File: config.mk
export PLATFORM = sky130hd
export DESIGN_NAME = spi_ram_bridge
export DESIGN_NICKNAME = d
export VERILOG_FILES = /design/src/rtl/spi_bridge_pkg.sv /design/src/rtl/spi_pin_sync.sv /design/src/rtl/spi_frame_engine.sv /design/src/rtl/spi_mem_port.sv /design/src/rtl/spi_ram_bridge.sv
export SDC_FILE = /design/constraint.sdc
export NUM_CORES = 1
export LEC_CHECK = 0
export ABC_AREA = 1
export ABC_CLOCK_PERIOD_IN_PS = 2600
export BUFFER_PORTS_ARGS = -buffer_cell sky130_fd_sc_hd__buf_4
export CORE_UTILIZATION = 32
export CTS_CLUSTER_DIAMETER = 150
export DETAILED_ROUTE_END_ITERATION = 16
export GPL_TIMING_DRIVEN = 1
export SYNTH_ARGS = -nofsm -noshare
export SYNTH_HDL_FRONTEND = slang
export SYNTH_HIERARCHICAL = 1
export SYNTH_SLANG_ARGS = --single-unit
export TNS_END_PERCENT = 5
File: constraint.sdc
create_clock -name clk -period 2.6 [get_ports clk]
set_input_delay 0.26 -clock clk [delete_from_list [all_inputs] [get_ports clk]]
set_output_delay 0.26 -clock clk [all_outputs]
set_load 0.02 [all_outputs]
File: src/rtl/spi_bridge_pkg.sv
package spi_bridge_pkg;

  typedef enum logic [1:0] {
    PH_IDLE,
    PH_CMD,
    PH_ADDR,
    PH_DATA
  } phase_e;

  typedef enum logic [1:0] {
    CLS_MBOX,
    CLS_WRITE,
    CLS_READ
  } cmd_class_e;

  // Class comes from the two most significant command bits.
  function automatic cmd_class_e classify(input logic [1:0] top);
    if (!top[1]) return CLS_MBOX;
    return top[0] ? CLS_READ : CLS_WRITE;
  endfunction

endpackage

File: src/rtl/spi_pin_sync.sv
module spi_pin_sync #(
  parameter int SYNC_STAGES = 2
) (
  input  logic clk,
  input  logic rst_n,
  input  logic sck_raw,
  input  logic cs_n_raw,
  input  logic mosi_raw,
  output logic sck_rise,
  output logic sck_fall,
  output logic sel,
  output logic sel_start,
  output logic sel_end,
  output logic mosi_s
);
  localparam int LAST = SYNC_STAGES - 1;
  localparam logic [2:0] RST_VAL = 3'b010; // {mosi, cs_n, sck}

  logic [2:0] stg [SYNC_STAGES];
  logic       sck_d, cs_d;

  always_ff @(posedge clk or negedge rst_n) begin
    if (!rst_n) stg[0] <= RST_VAL;
    else        stg[0] <= {mosi_raw, cs_n_raw, sck_raw};
  end

  for (genvar g = 1; g < SYNC_STAGES; g++) begin : g_stage
    always_ff @(posedge clk or negedge rst_n) begin
      if (!rst_n) stg[g] <= RST_VAL;
      else        stg[g] <= stg[g-1];
    end
  end

  always_ff @(posedge clk or negedge rst_n) begin
    if (!rst_n) begin
      sck_d <= 1'b0;
      cs_d  <= 1'b1;
    end else begin
      sck_d <= stg[LAST][0];
      cs_d  <= stg[LAST][1];
    end
  end

  assign sck_rise  =  stg[LAST][0] & ~sck_d;
  assign sck_fall  = ~stg[LAST][0] &  sck_d;
  assign sel       = ~stg[LAST][1];
  assign sel_start = ~stg[LAST][1] &  cs_d;
  assign sel_end   =  stg[LAST][1] & ~cs_d;
  assign mosi_s    =  stg[LAST][2];

endmodule

File: src/rtl/spi_frame_engine.sv
module spi_frame_engine
  import spi_bridge_pkg::*;
#(
  parameter int ADDR_W = 16,
  parameter int CMD_W  = 8,
  parameter int DATA_W = 8
) (
  input  logic              clk,
  input  logic              rst_n,
  input  logic              sck_rise,
  input  logic              sck_fall,
  input  logic              sel,
  input  logic              sel_start,
  input  logic              sel_end,
  input  logic              mosi_s,
  input  logic              rsp_valid,
  input  logic [DATA_W-1:0] rsp_data,
  output logic              miso_bit,
  output logic              miso_oe,
  output logic              rd_req,
  output logic              wr_req,
  output logic [ADDR_W-1:0] req_addr,
  output logic [DATA_W-1:0] req_wdata,
  output logic              irq,
  output logic [CMD_W-1:0]  mbox_cmd,
  output logic [ADDR_W-1:0] mbox_addr
);
  localparam int SH_W  = (ADDR_W > CMD_W) ? ADDR_W : CMD_W;
  localparam int CNT_W = $clog2(SH_W);
  localparam int DB_W  = $clog2(DATA_W);
  localparam logic [CMD_W-1:0] RD_QUIET = {2'b11, {(CMD_W-2){1'b0}}};
  localparam logic [CMD_W-1:0] WR_QUIET = {2'b10, {(CMD_W-2){1'b0}}};

  phase_e            phase;
  cmd_class_e        cls;
  logic [SH_W-1:0]   in_sh, sh_next;
  logic [CNT_W-1:0]  hdr_cnt;
  logic [DB_W-1:0]   dbit;
  logic [CMD_W-1:0]  cmd_q;
  logic [ADDR_W-1:0] cur_addr;
  logic              addr_done;
  logic [DATA_W-1:0] out_sh, pref_q;
  logic              oe_q;
  logic              irq_wanted;

  assign sh_next    = {in_sh[SH_W-2:0], mosi_s};
  assign irq_wanted = (cls == CLS_MBOX) || ((cmd_q != RD_QUIET) && (cmd_q != WR_QUIET));
  assign miso_bit   = out_sh[DATA_W-1];
  assign miso_oe    = oe_q;

  always_ff @(posedge clk or negedge rst_n) begin
    if (!rst_n) begin
      phase     <= PH_IDLE;
      cls       <= CLS_MBOX;
      in_sh     <= '0;
      hdr_cnt   <= '0;
      dbit      <= '0;
      cmd_q     <= '0;
      cur_addr  <= '0;
      addr_done <= 1'b0;
      out_sh    <= '0;
      pref_q    <= '0;
      oe_q      <= 1'b0;
      rd_req    <= 1'b0;
      wr_req    <= 1'b0;
      req_addr  <= '0;
      req_wdata <= '0;
      irq       <= 1'b0;
      mbox_cmd  <= '0;
      mbox_addr <= '0;
    end else begin
      rd_req <= 1'b0;
      wr_req <= 1'b0;
      irq    <= 1'b0;
      if (rsp_valid) pref_q <= rsp_data;

      if (sel_start) begin
        phase     <= PH_CMD;
        hdr_cnt   <= '0;
        dbit      <= '0;
        addr_done <= 1'b0;
        oe_q      <= 1'b0;
      end else if (sel_end) begin
        phase <= PH_IDLE;
        oe_q  <= 1'b0;
        irq   <= addr_done && irq_wanted;
      end else if (sel && sck_rise) begin
        in_sh <= sh_next;
        case (phase)
          PH_CMD: begin
            if (hdr_cnt == CNT_W'(CMD_W-1)) begin
              cmd_q   <= sh_next[CMD_W-1:0];
              cls     <= classify(sh_next[CMD_W-1 -: 2]);
              phase   <= PH_ADDR;
              hdr_cnt <= '0;
            end else begin
              hdr_cnt <= hdr_cnt + 1'b1;
            end
          end
          PH_ADDR: begin
            if (hdr_cnt == CNT_W'(ADDR_W-1)) begin
              cur_addr  <= sh_next[ADDR_W-1:0];
              req_addr  <= sh_next[ADDR_W-1:0];
              phase     <= PH_DATA;
              addr_done <= 1'b1;
              if (cls == CLS_READ) rd_req <= 1'b1;
              if (cls == CLS_MBOX) begin
                mbox_cmd  <= cmd_q;
                mbox_addr <= sh_next[ADDR_W-1:0];
              end
            end else begin
              hdr_cnt <= hdr_cnt + 1'b1;
            end
          end
          PH_DATA: begin
            if (dbit == DB_W'(DATA_W-1)) begin
              dbit <= '0;
              if (cls == CLS_WRITE) begin
                wr_req    <= 1'b1;
                req_addr  <= cur_addr;
                req_wdata <= sh_next[DATA_W-1:0];
                cur_addr  <= cur_addr + 1'b1;
              end
            end else begin
              dbit <= dbit + 1'b1;
            end
          end
          default: ;
        endcase
      end else if (sel && sck_fall && phase == PH_DATA && cls == CLS_READ) begin
        if (dbit == '0) begin
          // byte boundary: present the prefetched byte, fetch the next one
          out_sh   <= pref_q;
          oe_q     <= 1'b1;
          rd_req   <= 1'b1;
          req_addr <= cur_addr + 1'b1;
          cur_addr <= cur_addr + 1'b1;
        end else begin
          out_sh <= {out_sh[DATA_W-2:0], 1'b0};
        end
      end
    end
  end

  assert_oe_read_phase_R5: assert property (@(posedge clk) disable iff (!rst_n)
    oe_q |-> (phase == PH_DATA && cls == CLS_READ));

  assert_irq_one_cycle_R6: assert property (@(posedge clk) disable iff (!rst_n)
    irq |=> !irq);

  assert_write_class_R3: assert property (@(posedge clk) disable iff (!rst_n)
    wr_req |-> (cls == CLS_WRITE && phase == PH_DATA));

  assert_req_after_header_R8: assert property (@(posedge clk) disable iff (!rst_n)
    (rd_req || wr_req) |-> addr_done);

  assert_mbox_quiet_R7: assert property (@(posedge clk) disable iff (!rst_n)
    (cls == CLS_MBOX && phase == PH_DATA) |-> !wr_req && !rd_req);

endmodule

File: src/rtl/spi_mem_port.sv
module spi_mem_port #(
  parameter int ADDR_W = 16,
  parameter int DATA_W = 8
) (
  input  logic              clk,
  input  logic              rst_n,
  input  logic              rd_req,
  input  logic              wr_req,
  input  logic [ADDR_W-1:0] req_addr,
  input  logic [DATA_W-1:0] req_wdata,
  output logic              mem_req_valid,
  input  logic              mem_req_ready,
  output logic              mem_req_we,
  output logic [ADDR_W-1:0] mem_req_addr,
  output logic [DATA_W-1:0] mem_req_wdata
);

  always_ff @(posedge clk or negedge rst_n) begin
    if (!rst_n) begin
      mem_req_valid <= 1'b0;
      mem_req_we    <= 1'b0;
      mem_req_addr  <= '0;
      mem_req_wdata <= '0;
    end else if (rd_req || wr_req) begin
      mem_req_valid <= 1'b1;
      mem_req_we    <= wr_req;
      mem_req_addr  <= req_addr;
      mem_req_wdata <= wr_req ? req_wdata : '0;
    end else if (mem_req_ready) begin
      mem_req_valid <= 1'b0;
    end
  end

  always_ff @(posedge clk) begin
    if (rst_n && (rd_req || wr_req))
      assert_no_overrun_R10: assert (!mem_req_valid || mem_req_ready)
        else $error("request slot still occupied");
  end

  assert_req_hold_R10: assert property (@(posedge clk) disable iff (!rst_n)
    (mem_req_valid && !mem_req_ready) |=>
      (mem_req_valid && $stable(mem_req_addr) && $stable(mem_req_we) && $stable(mem_req_wdata)));

endmodule

File: src/rtl/spi_ram_bridge.sv
module spi_ram_bridge #(
  parameter int ADDR_W      = 16,
  parameter int SYNC_STAGES = 2
) (
  input  logic              clk,
  input  logic              rst_n,
  input  logic              spi_cs_n,
  input  logic              spi_sck,
  input  logic              spi_mosi,
  output logic              spi_miso,
  output logic              spi_miso_oe,
  output logic              mem_req_valid,
  input  logic              mem_req_ready,
  output logic              mem_req_we,
  output logic [ADDR_W-1:0] mem_req_addr,
  output logic [7:0]        mem_req_wdata,
  input  logic              mem_rsp_valid,
  input  logic [7:0]        mem_rsp_rdata,
  output logic [7:0]        mbox_cmd,
  output logic [ADDR_W-1:0] mbox_addr,
  output logic              irq_pulse
);
  localparam int CMD_W  = 8;
  localparam int DATA_W = 8;

  logic sck_rise, sck_fall, sel, sel_start, sel_end, mosi_s;
  logic miso_bit, oe;
  logic rd_req, wr_req;
  logic [ADDR_W-1:0] req_addr;
  logic [DATA_W-1:0] req_wdata;

  spi_pin_sync #(.SYNC_STAGES(SYNC_STAGES)) u_sync (
    .clk(clk), .rst_n(rst_n),
    .sck_raw(spi_sck), .cs_n_raw(spi_cs_n), .mosi_raw(spi_mosi),
    .sck_rise(sck_rise), .sck_fall(sck_fall), .sel(sel),
    .sel_start(sel_start), .sel_end(sel_end), .mosi_s(mosi_s)
  );

  spi_frame_engine #(.ADDR_W(ADDR_W), .CMD_W(CMD_W), .DATA_W(DATA_W)) u_engine (
    .clk(clk), .rst_n(rst_n),
    .sck_rise(sck_rise), .sck_fall(sck_fall), .sel(sel),
    .sel_start(sel_start), .sel_end(sel_end), .mosi_s(mosi_s),
    .rsp_valid(mem_rsp_valid), .rsp_data(mem_rsp_rdata),
    .miso_bit(miso_bit), .miso_oe(oe),
    .rd_req(rd_req), .wr_req(wr_req), .req_addr(req_addr), .req_wdata(req_wdata),
    .irq(irq_pulse), .mbox_cmd(mbox_cmd), .mbox_addr(mbox_addr)
  );

  spi_mem_port #(.ADDR_W(ADDR_W), .DATA_W(DATA_W)) u_port (
    .clk(clk), .rst_n(rst_n),
    .rd_req(rd_req), .wr_req(wr_req), .req_addr(req_addr), .req_wdata(req_wdata),
    .mem_req_valid(mem_req_valid), .mem_req_ready(mem_req_ready),
    .mem_req_we(mem_req_we), .mem_req_addr(mem_req_addr), .mem_req_wdata(mem_req_wdata)
  );

  assign spi_miso    = oe & miso_bit;
  assign spi_miso_oe = oe;

  assert_irq_outside_frame_R6: assert property (@(posedge clk) disable iff (!rst_n)
    irq_pulse |-> spi_cs_n);

endmodule

==> results by group, run 1 <==
Global route
  • Initial antenna violation count: 0
  • Overflow after GRT: 0
  • Total global-route track usage: 0.152
  • Largest net degree at the start of global routing: 75
  • Number of global-route vias before repair: around 5100
  • Global-route wire length before repair: ~26000 µm

STA
  • Achievable Freq: 0.467 GHz
  • RSZ-0062 raised after global routing: false
  • Final clock skew: 8.74 ps
  • Rel. slew slack: 0.538
  • Final worst setup slack: 458 ps
  • Period utilization: 0.824
  • Setup TNS: 0 ps
  • Count of pins over their slew limit: 0
  • Hold Violations, Final: 0
  • Min Hold Slack: 36.0 ps
  • Slew of the pin with the lowest slew margin: roughly 700 ps
  • Minimum clock period: around 2100 ps
  • Setup violators final: 0

Logic synthesis
  • Synth cell types: 37
  • Yosys warnings: 6
  • Synthesized cell area: 0.00692 mm²
  • Syn_area_per_cell: 8.55 µm²
  • Synth Net Count: about 830
  • Synth Instances: around 810
  • Sequential-to-total area share from yosys stat: 0.554
  • FF+latch count, synth: 153

Status
  • Status: complete, no violations

Die
  • Initial Utilization: 0.328
  • Die area: about 0.022 mm²
  • # rows: 53
  • Die Span X: 149 µm
  • IO Pins: 68
  • Core Region: 0.0211 mm²
  • Die height: 149 µm

Placement
  • I/O Buffers: 67
  • Placed Cells: roughly 1100
  • Pre-CTS setup slack: roughly 510 ps
  • GP Congestion: about 0.9
  • Placed cell area: 0.00771 mm²
  • Placed wire-length estimate: 11000 µm

Clock network
  • Longest Clk Path Bufs: 2
  • CTS Buf Count: 17
  • H-Tree Depth: 4
  • TritonCTS clock tree: built
  • Clock Tree Root: clkbuf_16
  • Clock tree sinks: 153
  • Hold-fix buffers, CTS: 4
  • Worst-skew pair later-pin latency: 420 ps
  • Clock-pin slew on the worst setup and hold paths: 60 ps
  • Post-cts gate resize count: 0
  • Setup repair bufs after CTS: 0

Drt
  • Final wirelength: between 15000 and 20000 µm
  • Routed Antenna Nets: 0
  • Met2 WL: 6980 µm
  • Top sig layer: met4
  • Avg Vias per Cell: 4.61
  • Residual DRC: 0
  • Via count: 5388
  • DR WL met3: 774 µm
  • Met1 wire length: roughly 7800 µm
  • Drt first pass iters: 4
  • DRT iter0 DRCs: 346
  • DR WL/cell: 13.4 µm

Pwr
  • Final Power: 5.60 mW
  • Pwr dens: 671 mW/mm²
  • Leak: 4.21 nW
  • Maximum vdd drop: roughly 0.42 mV

Layout
  • Fin util: 0.396
  • Inserted Diodes: 0
  • Filler cells: about 2100
  • Fin cells: 1169
  • Final instance area: 0.00835 mm²
  • Share of cells above drive strength 1: 0.167
  • Synthesis-to-finish area growth: 20.6%
  • Layout Nets: between 900 and 1000

Setup path
  • Worst Path Arrival: between 2000 and 2500 ps
  • Worst Setup SP: u_sync/stg[0]$_DFF_PN0_
  • Crit path max fanout: 29
  • Reg2Reg Depth: 11
  • CP endpoint: u_engine/req_addr[13]$_DFFE_PN0P_
  • Setup crit start kind: register
  • Worst R2R Start: u_sync/stg[0]$_DFF_PN0_
  • R2r endpoint: u_engine/req_addr[13]$_DFFE_PN0P_
  • R2r setup slk: approximately 460 ps
  • Crit path kind: register to register
  • CP endpoint kind: register
  • Req. time, crit path: just under 3000 ps

Worst hold path
  • Hold Path Class: primary input to register

Flow run
  • Max-cap viol count: 0
==> worst max-delay path: stages, from the launching register on <==
cell     delay (ps)
dfrtp_1         380
inv_1            50
nor2_1          150
nand2_4         200
nor2_4          370
nand2_1         100
nand2_1         130
nor2_4           80
nand2_2          70
buf_4           310
nor2_1           70
a21oi_1         140
==> cell usage in the layout (no fill, tap or decap), types with 4 or more instances in the layout <==
cell / instances
nand3_1: 35
a31oi_1: 8
nand4_1: 7
nand2_1: 256
clkinvlp_4: 4
inv_2: 6
a21oi_1: 41
xor2_1: 4
o22ai_1: 5
mux2_2: 7
dlygate4sd3_1: 4
o21ai_2: 8
nor2_4: 5
dfrtp_1: 150
clkbuf_16: 17
buf_4: 75
inv_1: 71
nor2_1: 67
ha_1: 8
o21ai_0: 78
==> worst min path at each step <==
stage / start / to / slack (ps) / cells after the start
global placement: rst_n / u_sync/stg[3]$_DFF_PN0_ / 230 / 1
floorplan: rst_n / u_engine/addr_done$_DFFE_PN0P_ / -40 / 0
CTS: mem_req_ready / u_port/mem_req_valid$_DFFE_PN0P_ / 20 / 2
detailed placement: rst_n / u_sync/stg[3]$_DFF_PN0_ / 230 / 1
global route: mem_req_ready / u_port/mem_req_valid$_DFFE_PN0P_ / 40 / 2
finish: mem_req_ready / u_port/mem_req_valid$_DFFE_PN0P_ / 40 / 2
==> cells by family (layout without fill, tap and decap cells) <==
family	Yosys count	in the layout	synth area share
multiplexers	7	7	0.0114
XOR/XNOR	5	5	0.00633
AND/OR/NAND/NOR	382	382	0.229
adder cells (fa/ha/maj)	8	8	0.0145
buffers and inverters	108	193	0.0702
flip-flops	153	153	0.554
AO/OA/AOI/OAI	146	146	0.115
==> Yosys cell counts, drive strengths merged <==
| cell type | n | area (µm²) |
|---|---|---|
| a21oi | 41 | 205 |
| a22oi | 1 | 7.51 |
| a31oi | 8 | 50.1 |
| a41oi | 1 | 8.76 |
| buf | 22 | 159 |
| clkbuf | 8 | 31.3 |
| dfrtp | 150 | 3750 |
| dfstp | 3 | 78.8 |
| ha | 8 | 100 |
| inv | 78 | 295 |
| mux2 | 7 | 78.8 |
| nand2 | 260 | 991 |
| nand3 | 35 | 175 |
| nand4 | 8 | 56.3 |
| nor2 | 75 | 327 |
| nor3 | 4 | 36.3 |
| o211ai | 1 | 7.51 |
| o21ai | 86 | 460 |
| o21bai | 2 | 15.0 |
| o22ai | 5 | 31.3 |
| o31ai | 1 | 7.51 |
| xnor2 | 1 | 8.76 |
| xor2 | 4 | 35.0 |
==> layer usage <==
layer | vias to the layer above | GRT usage
met2 | 117 | 0.228
met1 | 2510 | 0.213
met5 | - | 0
li1 | 2747 | -
met3 | 14 | 0.0453
met4 | 0 | 0.0423
==> state kept, by name, indices dropped and copies added, names as in the netlist, 2 cells and up <==
signal,flops
u_engine/req_addr,16
u_engine/dbit,3
u_engine/mbox_addr,16
u_engine/hdr_cnt,4
u_engine/out_sh,8
u_engine/cls,2
u_engine/mbox_cmd,8
u_engine/cmd_q,8
u_engine/pref_q,8
u_engine/in_sh,15
u_port/mem_req_addr,16
u_engine/cur_addr,16
u_engine/phase,2
u_port/mem_req_wdata,8
u_sync/stg,5
u_engine/req_wdata,8
==> layout make-up <==
class / count / area [µm²] / share of cell area
Clock inverter: 10 / 118 / 0.0141
Sequential cell: 153 / 3830 / 0.459
Clock buffer: 22 / 474 / 0.0568
Tap cell: 275 / 344 / 0.0412
Multi-Input combinational cell: 548 / 2610 / 0.312
Inverter: 78 / 295 / 0.0354
Timing Repair Buffer: 83 / 674 / 0.0808
==> power breakdown <==
group | leakage [nW] | switching, mW | internal, mW
Clock | 0.279 | 0.973 | 1.49
Sequential | 2.06 | 0.120 | 2.52
Combinational | 1.87 | 0.324 | 0.170
Total | 4.21 | 1.42 | 4.18
(Power assumes the default switching activity.)
==> run 2: changes to the inputs <==
--- a/config.mk
+++ b/config.mk
@@ -6,7 +6,7 @@
 export NUM_CORES = 1
 export LEC_CHECK = 0
 export ABC_AREA = 1
-export ABC_CLOCK_PERIOD_IN_PS = 2600
+export ABC_CLOCK_PERIOD_IN_PS = 2100
 export BUFFER_PORTS_ARGS = -buffer_cell sky130_fd_sc_hd__buf_4
 export CORE_UTILIZATION = 32
 export CTS_CLUSTER_DIAMETER = 150
==> constraint.sdc (replaced) <==
create_clock -name clk -period 2.1 [get_ports clk]
set_input_delay 0.21 -clock clk [delete_from_list [all_inputs] [get_ports clk]]
set_output_delay 0.21 -clock clk [all_outputs]
set_load 0.02 [all_outputs]
==> run 2 against run 1 <==
  * Worst hold slack worse by 14 ps
  * Utilization up 0.50 points
  * Combinational power up 25%
  * Highest routed layer unchanged
  * Die area unchanged
==> results by group, run 2 (same netlist as run 1, synthesis figures left out) <==
Layout
  • Most common cell after layout, fill and taps aside: nand2_1
  • Most frequent cells in the layout: 256 x nand2_1, 150 x dfrtp_1, 78 x o21ai_0, 77 x buf_4, 71 x inv_1
  • Inserted Diodes: 0
  • Share of cells above drive strength 1: 0.169
  • Layout Nets: 915
  • Synthesis-to-finish area growth: 22.1%
  • Filler cells: 2115

STA
  • Minimum clock period: 1880 ps
  • Hold Violations, Final: 0
  • Achievable Freq: 0.532 GHz
  • Setup violators final: 0
  • Setup TNS: 0 ps
  • Count of pins over their slew limit: 0
  • Final clock skew: 12.3 ps
  • Rel. slew slack: 0.625
  • Slew of the pin with the lowest slew margin: 561 ps
  • Min Hold Slack: 21.8 ps
  • Period utilization: 0.895
  • RSZ-0062 raised after global routing: false

Placement
  • Placed wire-length estimate: 11000 µm
  • I/O Buffers: 67
  • GP Congestion: just over 0.8

Clock network
  • TritonCTS clock tree: built
  • Clock tree sinks: around 150
  • Clock Tree Root: clkbuf_16
  • CTS Buf Count: 17
  • Worst-skew pair later-pin latency: 430 ps
  • Clock-pin slew on the worst setup and hold paths: 60 ps
  • Longest Clk Path Bufs: 2
  • H-Tree Depth: 4

Setup path
  • Reg2Reg Depth: 8
  • Slowest stage delay, CP: 550 ps
  • CP endpoint kind: register
  • R2r endpoint: u_engine/req_addr[3]$_DFFE_PN0P_
  • Crit path max fanout: 29
  • Critical-path cell list: nor2_1 > nor2_2 > nand2_1 > nor2_4 > nand2_2 > inv_4 > o21ai_0 > nand2_1
  • Crit path kind: register to register
  • Slowest stage cell, crit path: dfstp_2
  • R2r setup slk: between 200 and 250 ps
  • Req. time, crit path: 2460 ps
  • Setup crit start kind: register
  • Cell mode on critical path: nand2_1
  • Worst R2R Start: u_sync/stg[1]$_DFF_PN1_
  • Worst Path Arrival: 2240 ps

Drt
  • Via count: 5369
  • DRT iter0 DRCs: 424
  • Avg Vias per Cell: 4.55
  • Routed Antenna Nets: 0
  • DR WL/cell: 13.2 µm
  • Drt first pass iters: 5
  • Residual DRC: 0
  • Final wirelength: roughly 16000 µm

Pwr
  • Maximum vdd drop: 0.564 mV
  • Combinational power share: 0.089
  • Leak: 4.26 nW
  • Net Sw Frac: 0.262
  • Final Power: between 6 and 7 mW
  • Net Switching: about 1.8 mW
  • Pwr dens: 819 mW/mm²
  • Clock Power Share: 0.437
  • Sequential share of power: 0.473
  • Int Pwr: 5.10 mW

Die
  • IO Pins: 68
  • # rows: 53
  • Die height: 149 µm
  • Initial Utilization: 0.328
  • Die area: 0.0222 mm²
  • Die Span X: ~150 µm
  • Core Region: about 0.021 mm²

Global route
  • Global-route wire length before repair: 26600 µm
  • Total global-route track usage: 0.153
  • Number of global-route vias before repair: 5192
  • Largest net degree at the start of global routing: 57
  • Overflow after GRT: 0
  • Met3 global-route usage: 0.0349
  • GR Util met2: 0.223
  • Most Crowded Layer GR: met2
  • Initial antenna violation count: 0
  • Grt met1 use: 0.221

Worst hold path
  • Hold Path Cell Cnt: 2
  • Min-Delay Startpoint: mem_rsp_rdata[6]
  • Hold Path Sink: u_engine/pref_q[6]$_DFFE_PN0P_
  • Hold Path Class: primary input to register

Status
  • Status: complete, no violations

Flow run
  • Max-cap viol count: 0
-- run 2: cell count changes in the layout (fill, tap and decap cells not counted), sizes merged --
cell,before,now
clkinv,3,5
clkbuf,22,19
inv,79,81
buf,79,83
clkinvlp,4,3
dlygate4sd3,4,11
-- run 2: repair_timing --
item | in CTS | in global routing
hold endpoints to repair | 54 | 0
hold buffers | 11 | 0
gates resized for setup | 0 | 3
buffers inserted | 0 | 0
setup endpoints to repair | 0 | 26
-- run 2: stage by stage --
| stage | std cells | setup slack (ps) | area [µm²] | util |
|---|---|---|---|---|
| final | 1180 | 220 | 8450 | 0.401 |
| after detailed placement | 1137 | 80.2 | 7760 | 0.368 |
| after CTS | 1180 | 65.8 | 8440 | 0.400 |
| after floorplan | 809 | 385 | 6920 | - |
| after global placement | 1137 | 162 | 7760 | 0.368 |
| after global routing | 1180 | 7.21 | 8450 | 0.401 |
-- run 2: worst max-delay path by stage --
stage,depth (start not counted),endpoint,start,slack [ps]
2_1_floorplan,11,u_engine/req_addr[3]$_DFFE_PN0P_,u_engine/dbit[0]$_DFFE_PN0P_,380
3_3_place_gp,8,u_engine/req_addr[3]$_DFFE_PN0P_,u_sync/stg[1]$_DFF_PN1_,160
3_5_place_dp,8,u_engine/req_addr[3]$_DFFE_PN0P_,u_sync/stg[1]$_DFF_PN1_,80
6_report,8,u_engine/req_addr[3]$_DFFE_PN0P_,u_sync/stg[1]$_DFF_PN1_,220
5_1_grt,11,u_engine/req_addr[3]$_DFFE_PN0P_,u_engine/phase[0]$_DFFE_PN0P_,7
4_1_cts,8,u_engine/req_addr[3]$_DFFE_PN0P_,u_sync/stg[1]$_DFF_PN1_,70
-- run 2: cell type report --
class	count	area, µm²	area share
multi-input combinational	548	2610	0.309
tap	275	344	0.0407
inverter	78	298	0.0352
clock inverter	13	145	0.0172
timing repair buffer	94	791	0.0936
clock buffer	19	433	0.0512
sequential	153	3830	0.454
-- run 2: power by group through the flow --
| stage | sequential [mW] | combinational (mW) | clock (mW) |
|---|---|---|---|
| 2_1_floorplan | 3.26 | 0.418 | 0 |
| 3_3_place_gp | 3.32 | 0.603 | 0 |
| 3_5_place_dp | 3.33 | 0.607 | 0 |
| 4_1_cts | 3.27 | 0.626 | 3.13 |
| 5_1_grt | 3.29 | 0.718 | 3.25 |
| 6_report | 3.28 | 0.619 | 3.02 |
-- run 2: critical path, delay by kind of cell, from the launching register on --
family                 cells  cell delay [ps]
AOI/OAI and AO/OA          1              160
DFF                        1              550
and+or+nand+nor            6              860
buffers and inverters      1              230
-- run 2: metal layers --
metal / wire length [µm] / vias up
met3: 637 / 16
met2: 6760 / 107
met4: 238 / 0
met5: 0 / -
li1: - / 2763
met1: 7960 / 2483
